File: src/rtl/dma_regport_pkg.sv
package dma_regport_pkg;
  localparam int CH_N   = 4;
  localparam int DATA_W = 8;
  localparam int REG_W  = 2 * DATA_W;
  localparam int ADDR_W = 4;
  localparam int NREG   = 2 * CH_N;
  localparam int RIDX_W = $clog2(NREG);

  typedef enum logic [1:0] {
    TGT_NONE = 2'd0,
    TGT_CHAN = 2'd1,
    TGT_GEN  = 2'd2
  } tgt_e;

  function automatic tgt_e tgt_of(input logic [ADDR_W-1:0] a);
    if (!a[ADDR_W-1])                 return TGT_CHAN;
    else if (a[ADDR_W-2:0] == '0)     return TGT_GEN;
    else                              return TGT_NONE;
  endfunction
endpackage

File: src/rtl/rp_access.sv
module rp_access
  import dma_regport_pkg::*;
(
  input  logic              clk,
  input  logic              rst_n,
  input  logic              sel,
  input  logic              strobe_n,
  input  logic [ADDR_W-1:0] addr_i,
  output logic [ADDR_W-1:0] addr_q,
  output logic              done
);
  logic act_q;

  always_ff @(posedge clk or negedge rst_n) begin
    if (!rst_n) begin
      act_q  <= 1'b0;
      addr_q <= '0;
    end else begin
      act_q <= sel;
      if (sel) addr_q <= addr_i;
    end
  end

  assign done = act_q & strobe_n;
endmodule

File: src/rtl/rp_status.sv
module rp_status
  import dma_regport_pkg::*;
(
  input  logic            clk,
  input  logic            rst_n,
  input  logic [CH_N-1:0] tc_hit,
  input  logic            tc_clr,
  input  logic            upd_set,
  input  logic            upd_clr,
  output logic [CH_N-1:0] tc_q,
  output logic            upd_q
);
  for (genvar g = 0; g < CH_N; g++) begin : g_tc
    always_ff @(posedge clk or negedge rst_n) begin
      if (!rst_n)         tc_q[g] <= 1'b0;
      else if (tc_hit[g]) tc_q[g] <= 1'b1;
      else if (tc_clr)    tc_q[g] <= 1'b0;
    end
  end

  always_ff @(posedge clk or negedge rst_n) begin
    if (!rst_n)       upd_q <= 1'b0;
    else if (upd_clr) upd_q <= 1'b0;
    else if (upd_set) upd_q <= 1'b1;
  end
endmodule

File: src/rtl/rp_readmux.sv
module rp_readmux
  import dma_regport_pkg::*;
(
  input  logic                  en,
  input  logic [ADDR_W-1:0]     addr,
  input  logic                  hi,
  input  logic [NREG*REG_W-1:0] chan_rd,
  input  logic [DATA_W-1:0]     stat,
  output logic [DATA_W-1:0]     data
);
  logic [REG_W-1:0] regs [NREG];
  logic [REG_W-1:0] pick;

  for (genvar g = 0; g < NREG; g++) begin : g_slice
    assign regs[g] = chan_rd[g*REG_W +: REG_W];
  end

  assign pick = regs[addr[RIDX_W-1:0]];

  always_comb begin
    data = '0;
    if (en) begin
      unique case (tgt_of(addr))
        TGT_CHAN: data = hi ? pick[REG_W-1:DATA_W] : pick[DATA_W-1:0];
        TGT_GEN:  data = stat;
        default:  data = '0;
      endcase
    end
  end
endmodule

File: src/rtl/dma_regport.sv
module dma_regport
  import dma_regport_pkg::*;
(
  input  logic                  clk,
  input  logic                  rst_n,
  input  logic                  cs_n,
  input  logic                  ior_n,
  input  logic                  iow_n,
  input  logic [ADDR_W-1:0]     addr_i,
  input  logic [DATA_W-1:0]     data_i,
  input  logic                  master_i,
  input  logic [CH_N-1:0]       tc_hit_i,
  input  logic                  upd_set_i,
  input  logic                  upd_clr_i,
  input  logic [NREG*REG_W-1:0] chan_rd_i,
  output logic [DATA_W-1:0]     rd_data_o,
  output logic                  rd_oe_o,
  output logic [NREG-1:0]       reg_we_o,
  output logic                  reg_hi_o,
  output logic [DATA_W-1:0]     reg_wdata_o,
  output logic [DATA_W-1:0]     mode_o
);
  localparam int AL_BIT = DATA_W - 1;

  logic              sel_wr, sel_rd;
  logic              wr_done, rd_done;
  logic [ADDR_W-1:0] wr_addr, rd_addr;
  logic [DATA_W-1:0] wr_data_q;
  tgt_e              wr_tgt, rd_tgt;
  logic              ptr_q;
  logic [DATA_W-1:0] mode_q;
  logic [CH_N-1:0]   tc_q;
  logic              upd_q;
  logic              mode_wr, chan_acc, upd_clr_all;
  logic [DATA_W-1:0] stat_byte;

  // host access qualification: chip select is ignored while bus master
  assign sel_wr = !cs_n && !iow_n && ior_n && !master_i;
  assign sel_rd = !cs_n && !ior_n && iow_n && !master_i;

  rp_access u_wr (
    .clk(clk), .rst_n(rst_n), .sel(sel_wr), .strobe_n(iow_n),
    .addr_i(addr_i), .addr_q(wr_addr), .done(wr_done)
  );

  rp_access u_rd (
    .clk(clk), .rst_n(rst_n), .sel(sel_rd), .strobe_n(ior_n),
    .addr_i(addr_i), .addr_q(rd_addr), .done(rd_done)
  );

  always_ff @(posedge clk or negedge rst_n) begin
    if (!rst_n)      wr_data_q <= '0;
    else if (sel_wr) wr_data_q <= data_i;
  end

  assign wr_tgt   = tgt_of(wr_addr);
  assign rd_tgt   = tgt_of(rd_addr);
  assign mode_wr  = wr_done && (wr_tgt == TGT_GEN);
  assign chan_acc = (wr_done && (wr_tgt == TGT_CHAN)) ||
                    (rd_done && (rd_tgt == TGT_CHAN));

  // byte pointer: mode write clears, channel access toggles
  always_ff @(posedge clk or negedge rst_n) begin
    if (!rst_n)        ptr_q <= 1'b0;
    else if (mode_wr)  ptr_q <= 1'b0;
    else if (chan_acc) ptr_q <= ~ptr_q;
  end

  always_ff @(posedge clk or negedge rst_n) begin
    if (!rst_n)       mode_q <= '0;
    else if (mode_wr) mode_q <= wr_data_q;
  end

  for (genvar g = 0; g < NREG; g++) begin : g_we
    assign reg_we_o[g] = wr_done && (wr_tgt == TGT_CHAN) &&
                         (wr_addr[RIDX_W-1:0] == RIDX_W'(g));
  end

  assign upd_clr_all = upd_clr_i || (mode_wr && !wr_data_q[AL_BIT]);

  rp_status u_stat (
    .clk(clk), .rst_n(rst_n), .tc_hit(tc_hit_i),
    .tc_clr(rd_done && (rd_tgt == TGT_GEN)),
    .upd_set(upd_set_i), .upd_clr(upd_clr_all),
    .tc_q(tc_q), .upd_q(upd_q)
  );

  assign stat_byte = {{(DATA_W-CH_N-1){1'b0}}, upd_q, tc_q};

  rp_readmux u_rmux (
    .en(sel_rd), .addr(addr_i), .hi(ptr_q), .chan_rd(chan_rd_i),
    .stat(stat_byte), .data(rd_data_o)
  );

  assign rd_oe_o     = sel_rd;
  assign reg_hi_o    = ptr_q;
  assign reg_wdata_o = wr_data_q;
  assign mode_o      = mode_q;
endmodule

File: config.mk
export PLATFORM = sky130hd
export DESIGN_NAME = dma_regport
export DESIGN_NICKNAME = d
export VERILOG_FILES = /design/src/rtl/dma_regport_pkg.sv /design/src/rtl/rp_access.sv /design/src/rtl/rp_status.sv /design/src/rtl/rp_readmux.sv /design/src/rtl/dma_regport.sv
export SDC_FILE = /design/constraint.sdc
export NUM_CORES = 1
export LEC_CHECK = 0
export ABC_AREA = 1
export BUFFER_PORTS_ARGS = -buffer_cell sky130_fd_sc_hd__buf_2
export CORE_MARGIN = 3
export CORE_UTILIZATION = 48
export DETAILED_ROUTE_END_ITERATION = 7
export GPL_TIMING_DRIVEN = 0
export MAX_ROUTING_LAYER = met4
export PLACE_DENSITY = 0.91
export SETUP_SLACK_MARGIN = 0.5
export SYNTH_ARGS = -nofsm -noshare
export SYNTH_HDL_FRONTEND = slang
export SYNTH_HIERARCHICAL = 1
export SYNTH_SLANG_ARGS = --single-unit
File: constraint.sdc
create_clock -name clk -period 3.9 [get_ports clk]
set_input_delay 0.585 -clock clk [delete_from_list [all_inputs] [get_ports clk]]
set_output_delay 0.585 -clock clk [all_outputs]
set_load 0.005 [all_outputs]
# Word level (Yosys, flattened, before mapping)
# Cells that the tools add are included.
[op_classes]
order_cmp = 1
n_eq_ne = 13
n_mux = 22
bitwise_logic = 4
reduce_logical = 35
[op_table]
columns = ["operator", "count"]
rows = [
  ["16-bit binary-select mux with 3-bit select", 1],
  ["16-bit 2-to-1 mux", 2],
  ["1-bit logical AND", 19],
  ["8-bit 2-to-1 mux", 2],
  ["8-bit case mux with 2 select lines", 1],
  ["2-bit 2-to-1 mux", 7],
  ["3-bit == test, second input constant", 4],
  ["2-bit nonzero test", 6],
  ["3-bit zero test", 3],
  ["1-bit 2-to-1 mux", 9],
  ["2-bit by 1-bit == test with 1-bit output, second input constant", 3],
  ["2-bit == test, second input constant", 3],
  ["3-bit by 2-bit == test with 1-bit output, second input constant", 2],
  ["1-bit zero test", 5],
  ["4-bit >= comparator, second input constant", 1],
  ["3-bit inverter with 4-bit output", 1],
  ["3-bit by 1-bit == test with 1-bit output, second input constant", 1],
  ["1-bit AND", 2],
  ["1-bit logical OR", 2],
  ["1-bit inverter", 1],
]
[word_totals]
register_bits = 32
input_bits = 152
word_cells = 87

# Logic depth before layout (Yosys ltp)
# Gate-level depths: netlist of the first run.
[logic_depth]
word_depth = 8
depth_mapped = 11

# By module
# The synthesis of the first run kept the hierarchy.
[modules_own_cells]
columns = ["module", "instances", "cells_each", "area_each_um2"]
rows = [
  ["rp_readmux", 1, 394, 1759.2],
  ["dma_regport", 1, 106, 837.1],
  ["rp_access", 2, 20, 181.4],
  ["rp_status", 1, 20, 181.4],
]

# Least setup slack after synthesis of the first run
# No wires, ideal clock.
[synth_path]
kind = "input-to-output"
from = "input port iow_n"
to = "output port rd_data_o[6]"
arrival_time_ns = 2.079
required_ns = 3.315
path_slack_ns = 1.236
path_stages = 6
path_buffers = 0
cell_sequence = "inv_1 -> nor4_1 -> inv_1 -> a21oi_1 -> nand2_1 -> a31oi_1"
[synth_via]
elab_chain_len = 3
[synth_lines]
columns = ["item", "line", "text"]
rows = [
  ["start: declaration", "dma_regport.sv:8", "input logic iow_n,"],
  ["1-bit logical AND (2 in a row)", "dma_regport.sv:39", "assign sel_rd = !cs_n && !ior_n && iow_n && !master_i;"],
  ["named net rd_oe_o", "dma_regport.sv:17", "output logic rd_oe_o,"],
  ["8-bit 2-to-1 mux", "rp_readmux.sv:22", "if (en) begin"],
  ["end: declaration", "dma_regport.sv:16", "output logic [DATA_W-1:0] rd_data_o,"],
]
# The timed path passes the listed nets, and every way through them passes these cells.

# Worst setup path after layout of the first run
[layout_path]
from = "input port iow_n"
to = "output port rd_data_o[6]"
[layout_via]
elab_chain_len = 3
[layout_lines]
columns = ["item", "line"]
rows = [
  ["1-bit logical AND (2 in a row)", "dma_regport.sv:39"],
  ["8-bit 2-to-1 mux", "rp_readmux.sv:22"],
]
# No other way between the ends.

==> run_summary.xml, run 1 <==
<?xml version="1.0" encoding="UTF-8"?>
<metrics>
  <group name="outcome">
    <metric name="status" unit="">complete, no violations</metric>
  </group>
  <group name="timing">
    <metric name="period_minus_slack" unit="ns">2.71</metric>
    <metric name="final.setup.worst_slack" unit="ns">1.19</metric>
    <metric name="setup_repair_after_global_routing_missed_its_margin" unit="">no</metric>
    <metric name="finalCritPeriodShare" unit="%">69.4</metric>
    <metric name="maxClockFrequency" unit="MHz">370</metric>
    <metric name="finalHoldViolations" unit="">0</metric>
    <metric name="timing.max_slew.rel_slack" unit="%">52.9</metric>
    <metric name="setup_viol" unit="">0</metric>
    <metric name="tightest_slew" unit="ns">0.707</metric>
    <metric name="finClkSkew" unit="ns">0.00279</metric>
    <metric name="timing.setup.tns" unit="ns">0</metric>
    <metric name="slew_violations" unit="">0</metric>
  </group>
  <group name="synth">
    <metric name="netlist.area_leader.share" unit="%">27.3</metric>
    <metric name="synth_enable_flop_cells" unit="">0</metric>
    <metric name="syn-mean-instance-area" unit="um2">5.61</metric>
    <metric name="yosys_register_bits" unit="">32</metric>
    <metric name="post-synth-top-count-cell" unit="">nand2_1</metric>
    <metric name="ys_top_cells_by_area" unit="">nand2_1 27%, dfrtp_1 25%, nand3_1 14%</metric>
    <metric name="synth.cell_area" unit="mm2">0.00314</metric>
    <metric name="synth_instances" unit="">560</metric>
    <metric name="ys_dominant_reg_cell" unit="">dfrtp_1</metric>
    <metric name="synth_sequential_area_ratio" unit="%">25.5</metric>
    <metric name="async_reset_ff_share" unit="%">100</metric>
    <metric name="ys_top_cells_by_count" unit="">228 x nand2_1, 94 x inv_1, 85 x nand3_1</metric>
    <metric name="yosysTopAreaCell" unit="">nand2_1</metric>
    <metric name="synth_cell_types" unit="">27</metric>
    <metric name="ys.warnings.count" unit="">6</metric>
  </group>
  <group name="detailed_routing">
    <metric name="avg_wl_per_cell" unit="um">13.9</metric>
    <metric name="detailedRoute.firstIterationViolations" unit="">310</metric>
    <metric name="detailroute.via_count" unit="">4286</metric>
    <metric name="drtPass1Iterations" unit="">5</metric>
    <metric name="route.detailed.vias_per_inst" unit="">5.16</metric>
    <metric name="remaining_drc_errors" unit="">0</metric>
    <metric name="wirelength_routed" unit="um">11600</metric>
    <metric name="drtAntennaViolNets" unit="">0</metric>
  </group>
  <group name="critical_path">
    <metric name="r2r_start" unit="">u_wr/addr_q[1]</metric>
    <metric name="r2r_setup_slack" unit="ns">2.65</metric>
    <metric name="path_cells" unit="">buf_2, inv_1, nor4_1, clkbuf_2, inv_1, a21oi_1, nand2_1, a31oi_1, buf_2</metric>
    <metric name="cp_num_buf_inv" unit="">5</metric>
    <metric name="critical_path_s_largest_stage_delay" unit="ns">0.42</metric>
    <metric name="crit_path_max_delay_cell_type" unit="">nor4_1</metric>
    <metric name="criticalPathCategory" unit="">in -&gt; out</metric>
    <metric name="reg2reg_to" unit="">u_stat/upd_q</metric>
    <metric name="critPathCapture" unit="">rd_data_o[6]</metric>
    <metric name="critical_path.startpoint" unit="">iow_n</metric>
    <metric name="cp_top_family" unit="">buffers and inverters</metric>
    <metric name="timing.critical_path.depth" unit="">9</metric>
    <metric name="reg2regPathDepth" unit="">4</metric>
    <metric name="worst-endpoint-arrival" unit="ns">2.12</metric>
    <metric name="startpoint_kind_of_the_worst_setup_timing_path" unit="">input pin</metric>
    <metric name="required" unit="ns">3.31</metric>
    <metric name="worst_path_maximum_fanout" unit="">8</metric>
    <metric name="critical_path.endpoint_type" unit="">primary output</metric>
  </group>
  <group name="die">
    <metric name="ios" unit="">186</metric>
    <metric name="die_h" unit="um">86.9</metric>
    <metric name="floorplan.core_area" unit="mm2">0.00613</metric>
    <metric name="fp.dieW" unit="um">86.9</metric>
    <metric name="floorplan.initialDensity" unit="%">51.2</metric>
    <metric name="floorplan_die_area" unit="mm2">0.00755</metric>
    <metric name="cell_row_count" unit="">28</metric>
  </group>
  <group name="final_layout">
    <metric name="area_growth_syn_to_layout" unit="%">36.3</metric>
    <metric name="final_util" unit="%">69.8</metric>
    <metric name="final_cell_area" unit="mm2">0.00428</metric>
    <metric name="fin_nets" unit="">907</metric>
    <metric name="antenna_cell_count" unit="">0</metric>
    <metric name="fill_cells" unit="">551</metric>
    <metric name="drive_gt1_share" unit="%">30.8</metric>
  </group>
  <group name="power">
    <metric name="vdd_drop_max" unit="uV">329</metric>
    <metric name="pwr-share-clk" unit="%">26.1</metric>
    <metric name="p_sw" unit="W">0.000427</metric>
    <metric name="sw_frac_of_total" unit="%">36.0</metric>
    <metric name="seqPwrFrac" unit="%">34.8</metric>
    <metric name="cell_internal_pwr" unit="W">0.000758</metric>
    <metric name="combinationalPowerShare" unit="%">39.1</metric>
    <metric name="total_leakage_power" unit="nW">2.78</metric>
    <metric name="power-per-cell-area" unit="mW/mm2">277</metric>
  </group>
  <group name="cts">
    <metric name="clock_transition_at_the_register_clock_pins_on_the_worst_setup_and_hold_paths_after_cts" unit="ns">0.06</metric>
    <metric name="clock_tree.buffer_depth" unit="">2</metric>
    <metric name="postCtsSetupRepairBufs" unit="">0</metric>
    <metric name="cts_root_buffer" unit="">clkbuf_8</metric>
    <metric name="clock_tree_from_tritoncts" unit="">built</metric>
    <metric name="ctsHoldBuffers" unit="">0</metric>
    <metric name="clock-sinks" unit="">32</metric>
    <metric name="cts_buffers" unit="">5</metric>
    <metric name="clkLatencyLatePin" unit="ns">0.28</metric>
    <metric name="cts_htree_levels" unit="">2</metric>
    <metric name="post_cts_resized" unit="">0</metric>
  </group>
  <group name="worst_hold_path">
    <metric name="hold_class" unit="">in -&gt; async</metric>
  </group>
  <group name="placement">
    <metric name="io_buffers" unit="">185</metric>
    <metric name="detailedPlacementHpwl" unit="um">9360</metric>
    <metric name="place_area" unit="mm2">0.00417</metric>
    <metric name="gp_routability_congestion" unit="">0.974</metric>
    <metric name="detailedPlace.worstSlack" unit="ns">0.547</metric>
  </group>
  <group name="global_route">
    <metric name="grt_max_degree" unit="">33</metric>
    <metric name="leftover_overflow_at_the_end_of_global_routing" unit="">0</metric>
    <metric name="all_layer_global_routing_usage" unit="%">31.0</metric>
    <metric name="antenna_found_initial" unit="">0</metric>
    <metric name="grt_pass1_vias" unit="">4028</metric>
    <metric name="wire_length_of_the_first_global_routing_pass" unit="um">18100</metric>
  </group>
  <group name="flow_run">
    <metric name="maxCapViolations" unit="">0</metric>
  </group>
</metrics>
logic make-up (layout without fill, tap and decap cells):
group	Yosys count	count (layout)	share of synthesized area, %
AOI/OAI and AO/OA	25	25	4.38
buffers and inverters	130	324	19.4
DFF	32	32	25.5
other	1	3	0.119
and+or+nand+nor	372	372	50.6
cells in the final DEF (no fill, tap or decap):
master | Yosys | layout
nand2_1 | 228 | 228
buf_2 | 5 | 190
inv_1 | 94 | 94
nand3_1 | 85 | 85
nor2_1 | 38 | 38
dfrtp_1 | 32 | 32
buf_6 | 12 | 12
o21ai_0 | 12 | 12
a21oi_1 | 9 | 9
inv_2 | 8 | 8
nand4_1 | 8 | 8
buf_4 | 6 | 6
clkbuf_8 | 0 | 5
or2_1 | 4 | 4
nor2_4 | 3 | 3
conb_1 | 1 | 3
nor4_1 | 2 | 2
clkbuf_1 | 1 | 2
clkinv_1 | 2 | 2
o211ai_1 | 2 | 2
nand3_2 | 1 | 1
nand3_4 | 1 | 1
o21bai_2 | 1 | 1
clkinv_2 | 0 | 1
bufinv_16 | 0 | 1
clkbuf_2 | 0 | 1
inv_4 | 1 | 1
buf_1 | 1 | 1
nor2_2 | 1 | 1
a31oi_1 | 1 | 1
nor3_2 | 1 | 1
worst register-to-register path: cells and delay by family (launching register included):
family | cells | cell delay [ns]
simple gates | 3 | 0.55
flops | 1 | 0.44
compound gates | 1 | 0.15
final cells by class:
| cell class | count | area (um2) | share of cell area (%) |
|---|---|---|---|
| Inverter | 105 | 397 | 9.27 |
| Clock buffer | 6 | 72.6 | 1.70 |
| Timing Repair Buffer | 186 | 931 | 21.7 |
| Tap cell | 75 | 93.8 | 2.19 |
| Clock inverter | 2 | 35.0 | 0.818 |
| Buffer | 25 | 213 | 4.97 |
| Multi-Input combinational cell | 400 | 1740 | 40.6 |
| Sequential cell | 32 | 801 | 18.7 |
metal layers:
| layer | routed length (um) | part of all wire [%] | GRT usage (%) | vias up |
|---|---|---|---|---|
| met2 | 5750 | 50 | 54.0 | 240 |
| met5 | 0 | 0 | - | - |
| met1 | 4190 | 36 | 35.4 | 1936 |
| met4 | 369 | 3.2 | 11.9 | 0 |
| met3 | 1280 | 11 | 5.20 | 34 |
| li1 | - | - | - | 2076 |
worst min path at each step:
stage | slack, ns | from | end
6_report | 0.34 | rst_n | u_stat/upd_q
5_1_grt | 0.39 | rst_n | reg_wdata_o[0]
4_1_cts | 0.35 | rst_n | reg_wdata_o[0]
3_5_place_dp | 0.45 | mode_o[3] | mode_o[3]
3_3_place_gp | 0.45 | mode_o[1] | mode_o[1]
2_1_floorplan | 0.29 | rst_n | mode_o[0]
state kept, by name, indices dropped and copies added, names as in the netlist:
name,flops
reg_wdata_o,8
mode_o,8
u_rd/addr_q,4
u_rd/act_q,1
u_wr/addr_q,4
u_stat/upd_q,1
u_wr/act_q,1
u_stat/tc_q,4
reg_hi_o,1
metrics by stage:
stage	power (W)	std cells	hold slack (ns)
2_1_floorplan	0.000677	562	0.289
3_3_place_gp	0.000863	822	0.450
3_5_place_dp	0.000872	822	0.453
4_1_cts	0.00119	830	0.352
5_1_grt	0.00127	831	0.392
6_report	0.00119	831	0.344
power groups by stage:
stage          registers [W]  clock network [W]  logic (W)
2_1_floorplan       0.000416                  0   0.000261
3_3_place_gp        0.000416                  0   0.000447
3_5_place_dp        0.000418                  0   0.000454
4_1_cts             0.000412           0.000316   0.000458
5_1_grt             0.000419           0.000334   0.000517
6_report            0.000413           0.000309   0.000463
No activity file was read; power rests on OpenSTA's default activity.
==> run 2: changes to the inputs <==
--- a/config.mk
+++ b/config.mk
@@ -5,14 +5,14 @@
 export SDC_FILE = /design/constraint.sdc
 export NUM_CORES = 1
 export LEC_CHECK = 0
-export ABC_AREA = 1
+export ABC_AREA = 0
 export BUFFER_PORTS_ARGS = -buffer_cell sky130_fd_sc_hd__buf_2
 export CORE_MARGIN = 3
-export CORE_UTILIZATION = 48
+export CORE_UTILIZATION = 37
 export DETAILED_ROUTE_END_ITERATION = 7
 export GPL_TIMING_DRIVEN = 0
 export MAX_ROUTING_LAYER = met4
-export PLACE_DENSITY = 0.91
+export PLACE_DENSITY = 0.81
 export SETUP_SLACK_MARGIN = 0.5
 export SYNTH_ARGS = -nofsm -noshare
 export SYNTH_HDL_FRONTEND = slang
==> constraint.sdc (replaced) <==
create_clock -name clk -period 2.2 [get_ports clk]
set_input_delay 0.33 -clock clk [delete_from_list [all_inputs] [get_ports clk]]
set_output_delay 0.33 -clock clk [all_outputs]
set_load 0.005 [all_outputs]
==> run_summary.xml, run 2 <==
<?xml version="1.0" encoding="UTF-8"?>
<metrics>
  <group name="outcome">
    <metric name="status" unit="">complete, no violations</metric>
  </group>
  <group name="placement">
    <metric name="gp_routability_congestion" unit="">0.826</metric>
    <metric name="detailedPlace.worstSlack" unit="ns">-0.135</metric>
    <metric name="detailedPlacementHpwl" unit="um">7200</metric>
    <metric name="numPlacedInstances" unit="">453</metric>
    <metric name="io_buffers" unit="">185</metric>
  </group>
  <group name="cts">
    <metric name="cts_htree_levels" unit="">2</metric>
    <metric name="cts_buffers" unit="">5</metric>
    <metric name="clkLatencyLatePin" unit="ns">0.29</metric>
    <metric name="cts_root_buffer" unit="">clkbuf_8</metric>
    <metric name="clock_tree_from_tritoncts" unit="">built</metric>
    <metric name="clock_tree.buffer_depth" unit="">2</metric>
    <metric name="clock-sinks" unit="">32</metric>
    <metric name="clock_transition_at_the_register_clock_pins_on_the_worst_setup_and_hold_paths_after_cts" unit="ns">0.07</metric>
    <metric name="ctsHoldBuffers" unit="">0</metric>
  </group>
  <group name="timing">
    <metric name="tightest_slew" unit="ns">0.855</metric>
    <metric name="period_minus_slack" unit="ns">2.04</metric>
    <metric name="hold_worst_slack" unit="ns">0.0830</metric>
    <metric name="timing.setup.tns" unit="ns">0</metric>
    <metric name="setup_repair_after_global_routing_missed_its_margin" unit="">yes</metric>
    <metric name="timing.max_slew.rel_slack" unit="%">42.8</metric>
    <metric name="maxClockFrequency" unit="MHz">491</metric>
    <metric name="setup_viol" unit="">0</metric>
    <metric name="finalHoldViolations" unit="">0</metric>
    <metric name="finalCritPeriodShare" unit="%">92.6</metric>
    <metric name="final.setup.worst_slack" unit="ns">0.164</metric>
    <metric name="finClkSkew" unit="ns">0.00530</metric>
    <metric name="slew_violations" unit="">0</metric>
  </group>
  <group name="synth">
    <metric name="netlist.area_leader.share" unit="%">31.9</metric>
    <metric name="synth_sequential_area_ratio" unit="%">31.9</metric>
    <metric name="post-synth-top-count-cell" unit="">dfrtp_1</metric>
    <metric name="synth_enable_flop_cells" unit="">0</metric>
    <metric name="async_reset_ff_share" unit="%">100</metric>
    <metric name="ys_dominant_reg_cell" unit="">dfrtp_1</metric>
    <metric name="synth_cell_types" unit="">42</metric>
    <metric name="ys_top_cells_by_count" unit="">32 x dfrtp_1, 18 x mux4_2, 16 x mux2_2</metric>
    <metric name="synth.cell_area" unit="mm2">0.00251</metric>
    <metric name="yosys_register_bits" unit="">32</metric>
    <metric name="yosysTopAreaCell" unit="">dfrtp_1</metric>
    <metric name="synth_instances" unit="">189</metric>
    <metric name="syn-mean-instance-area" unit="um2">13.3</metric>
    <metric name="ys_top_cells_by_area" unit="">dfrtp_1 32%, mux4_2 16%, mux4_1 12%</metric>
    <metric name="ys.warnings.count" unit="">6</metric>
  </group>
  <group name="detailed_routing">
    <metric name="drtAntennaViolNets" unit="">0</metric>
    <metric name="wirelength_routed" unit="um">8940</metric>
    <metric name="remaining_drc_errors" unit="">0</metric>
    <metric name="avg_wl_per_cell" unit="um">18.5</metric>
    <metric name="detailedRoute.firstIterationViolations" unit="">61</metric>
    <metric name="route.detailed.vias_per_inst" unit="">5.32</metric>
    <metric name="detailroute.via_count" unit="">2573</metric>
    <metric name="drtPass1Iterations" unit="">4</metric>
  </group>
  <group name="die">
    <metric name="floorplan_die_area" unit="mm2">0.00782</metric>
    <metric name="ios" unit="">186</metric>
    <metric name="cell_row_count" unit="">29</metric>
    <metric name="floorplan.initialDensity" unit="%">38.9</metric>
    <metric name="fp.dieW" unit="um">88.4</metric>
    <metric name="floorplan.core_area" unit="mm2">0.00646</metric>
    <metric name="die_h" unit="um">88.4</metric>
  </group>
  <group name="critical_path">
    <metric name="startpoint_kind_of_the_worst_setup_timing_path" unit="">flop</metric>
    <metric name="worst-endpoint-arrival" unit="ns">1.71</metric>
    <metric name="critical_path.endpoint_type" unit="">primary output</metric>
    <metric name="r2r_start" unit="">u_wr/act_q</metric>
    <metric name="required" unit="ns">1.87</metric>
    <metric name="worst_path_maximum_fanout" unit="">4</metric>
    <metric name="criticalPathCategory" unit="">reg -&gt; out</metric>
    <metric name="critical_path.startpoint" unit="">reg_hi_o</metric>
  </group>
  <group name="final_layout">
    <metric name="final_cell_mix" unit="">183 x buf_2, 31 x dfrtp_1, 27 x mux4_2</metric>
    <metric name="drive_gt1_share" unit="%">74.4</metric>
    <metric name="fin_nets" unit="">557</metric>
    <metric name="area_growth_syn_to_layout" unit="%">61.2</metric>
    <metric name="post_layout_nonfiller_instances" unit="">484</metric>
    <metric name="fill_cells" unit="">555</metric>
    <metric name="mostFrequentLayoutCell" unit="">buf_2</metric>
  </group>
  <group name="worst_hold_path">
    <metric name="hold_class" unit="">in -&gt; async</metric>
  </group>
  <group name="power">
    <metric name="total_leakage_power" unit="nW">2.00</metric>
    <metric name="power-per-cell-area" unit="mW/mm2">566</metric>
    <metric name="fin_total_pwr" unit="W">0.00229</metric>
    <metric name="vdd_drop_max" unit="uV">463</metric>
  </group>
  <group name="global_route">
    <metric name="all_layer_global_routing_usage" unit="%">23.5</metric>
    <metric name="leftover_overflow_at_the_end_of_global_routing" unit="">0</metric>
    <metric name="antenna_found_initial" unit="">1</metric>
    <metric name="wire_length_of_the_first_global_routing_pass" unit="um">13400</metric>
    <metric name="grt_max_degree" unit="">33</metric>
    <metric name="grt_pass1_vias" unit="">2747</metric>
  </group>
  <group name="flow_run">
    <metric name="maxCapViolations" unit="">0</metric>
  </group>
</metrics>
-- run 2: cell count changes in the layout (fill, tap and decap cells not counted), moves of 8 or more --
| cell | delta |
|---|---|
| buf_4 | +12 |
| nand4_1 | -8 |
| mux2_2 | +16 |
| nor2_1 | -28 |
| mux4_2 | +27 |
| nand3_1 | -85 |
| a21oi_1 | -9 |
| o21ai_0 | -10 |
| inv_1 | -93 |
| nand2_1 | -217 |
| mux2_4 | +8 |
| mux2i_1 | +11 |
-- run 2: area by class of cell --
cell class	instances	area [um2]	share of cell area, %
Antenna cell	1	2.50	0.0618
Sequential cell	32	802	19.8
Clock buffer	5	68.8	1.70
Tap cell	77	96.3	2.38
Timing Repair Buffer	207	1190	29.3
Buffer	11	139	3.43
Inverter	2	7.51	0.185
Multi-Input combinational cell	146	1710	42.1
Clock inverter	3	42.5	1.05
-- run 2: kinds of logic (layout without fill, tap and decap cells) --
logic type	after synthesis	in the layout	synth area share, %
flops	32	32	31.9
simple gates	52	52	12.0
mux	68	68	45.6
other cells	1	4	0.149
compound gates	23	23	6.92
buf+inv	13	228	3.54
-- run 2: through the flow --
stage	util, %	area, um2
floorplan	-	2550
global placement	55.4	3580
detailed placement	55.4	3580
CTS	61.8	3990
global route	62.7	4050
finish	62.7	4050
-- run 2: final timing paths --
kind,endpoint,depth (start not counted),slack [ns]
max,rd_data_o[7],6,0.16
min,mode_o[3],1,0.08
max reg2reg,mode_o[3],5,0.36
min reg2reg,u_stat/tc_q[1],1,0.50
max in group asynchronous,u_wr/addr_q[1],1,1.63
min in group clk,u_stat/tc_q[3],2,0.23
-- run 2: critical path: stages (launching register included) --
cell and delay [ns]:
dfrtp_1 0.38, clkbuf_8 0.15, buf_6 0.11, mux4_2 0.29, mux2i_1 0.22, o211ai_1 0.12, buf_2 0.14
-- run 2: what timing repair did --
item | CTS | global route
pin swaps | 10 | 9
setup buffers | 17 | 3
setup endpoints to repair | 20 | 22
gates resized for setup | 50 | 9
gates cloned | 2 | 0
-- run 2: where the power goes --
part	internal, W	switching (W)	total, W
registers	0.000694	0.0000830	0.000777
clock network	0.000335	0.000226	0.000561
logic	0.000593	0.000363	0.000956
total	0.00162	0.000672	0.00229
-- run 2: layer usage --
metal  share of wire (%)  vias to the layer above  global-route usage [%]
met5                   0                        -                       -
met4                 2.2                        0                    6.32
met3                 8.9                       19                    5.40
met2                  54                      128                    44.3
met1                  35                     1239                    24.3
li1                    -                     1187                       -
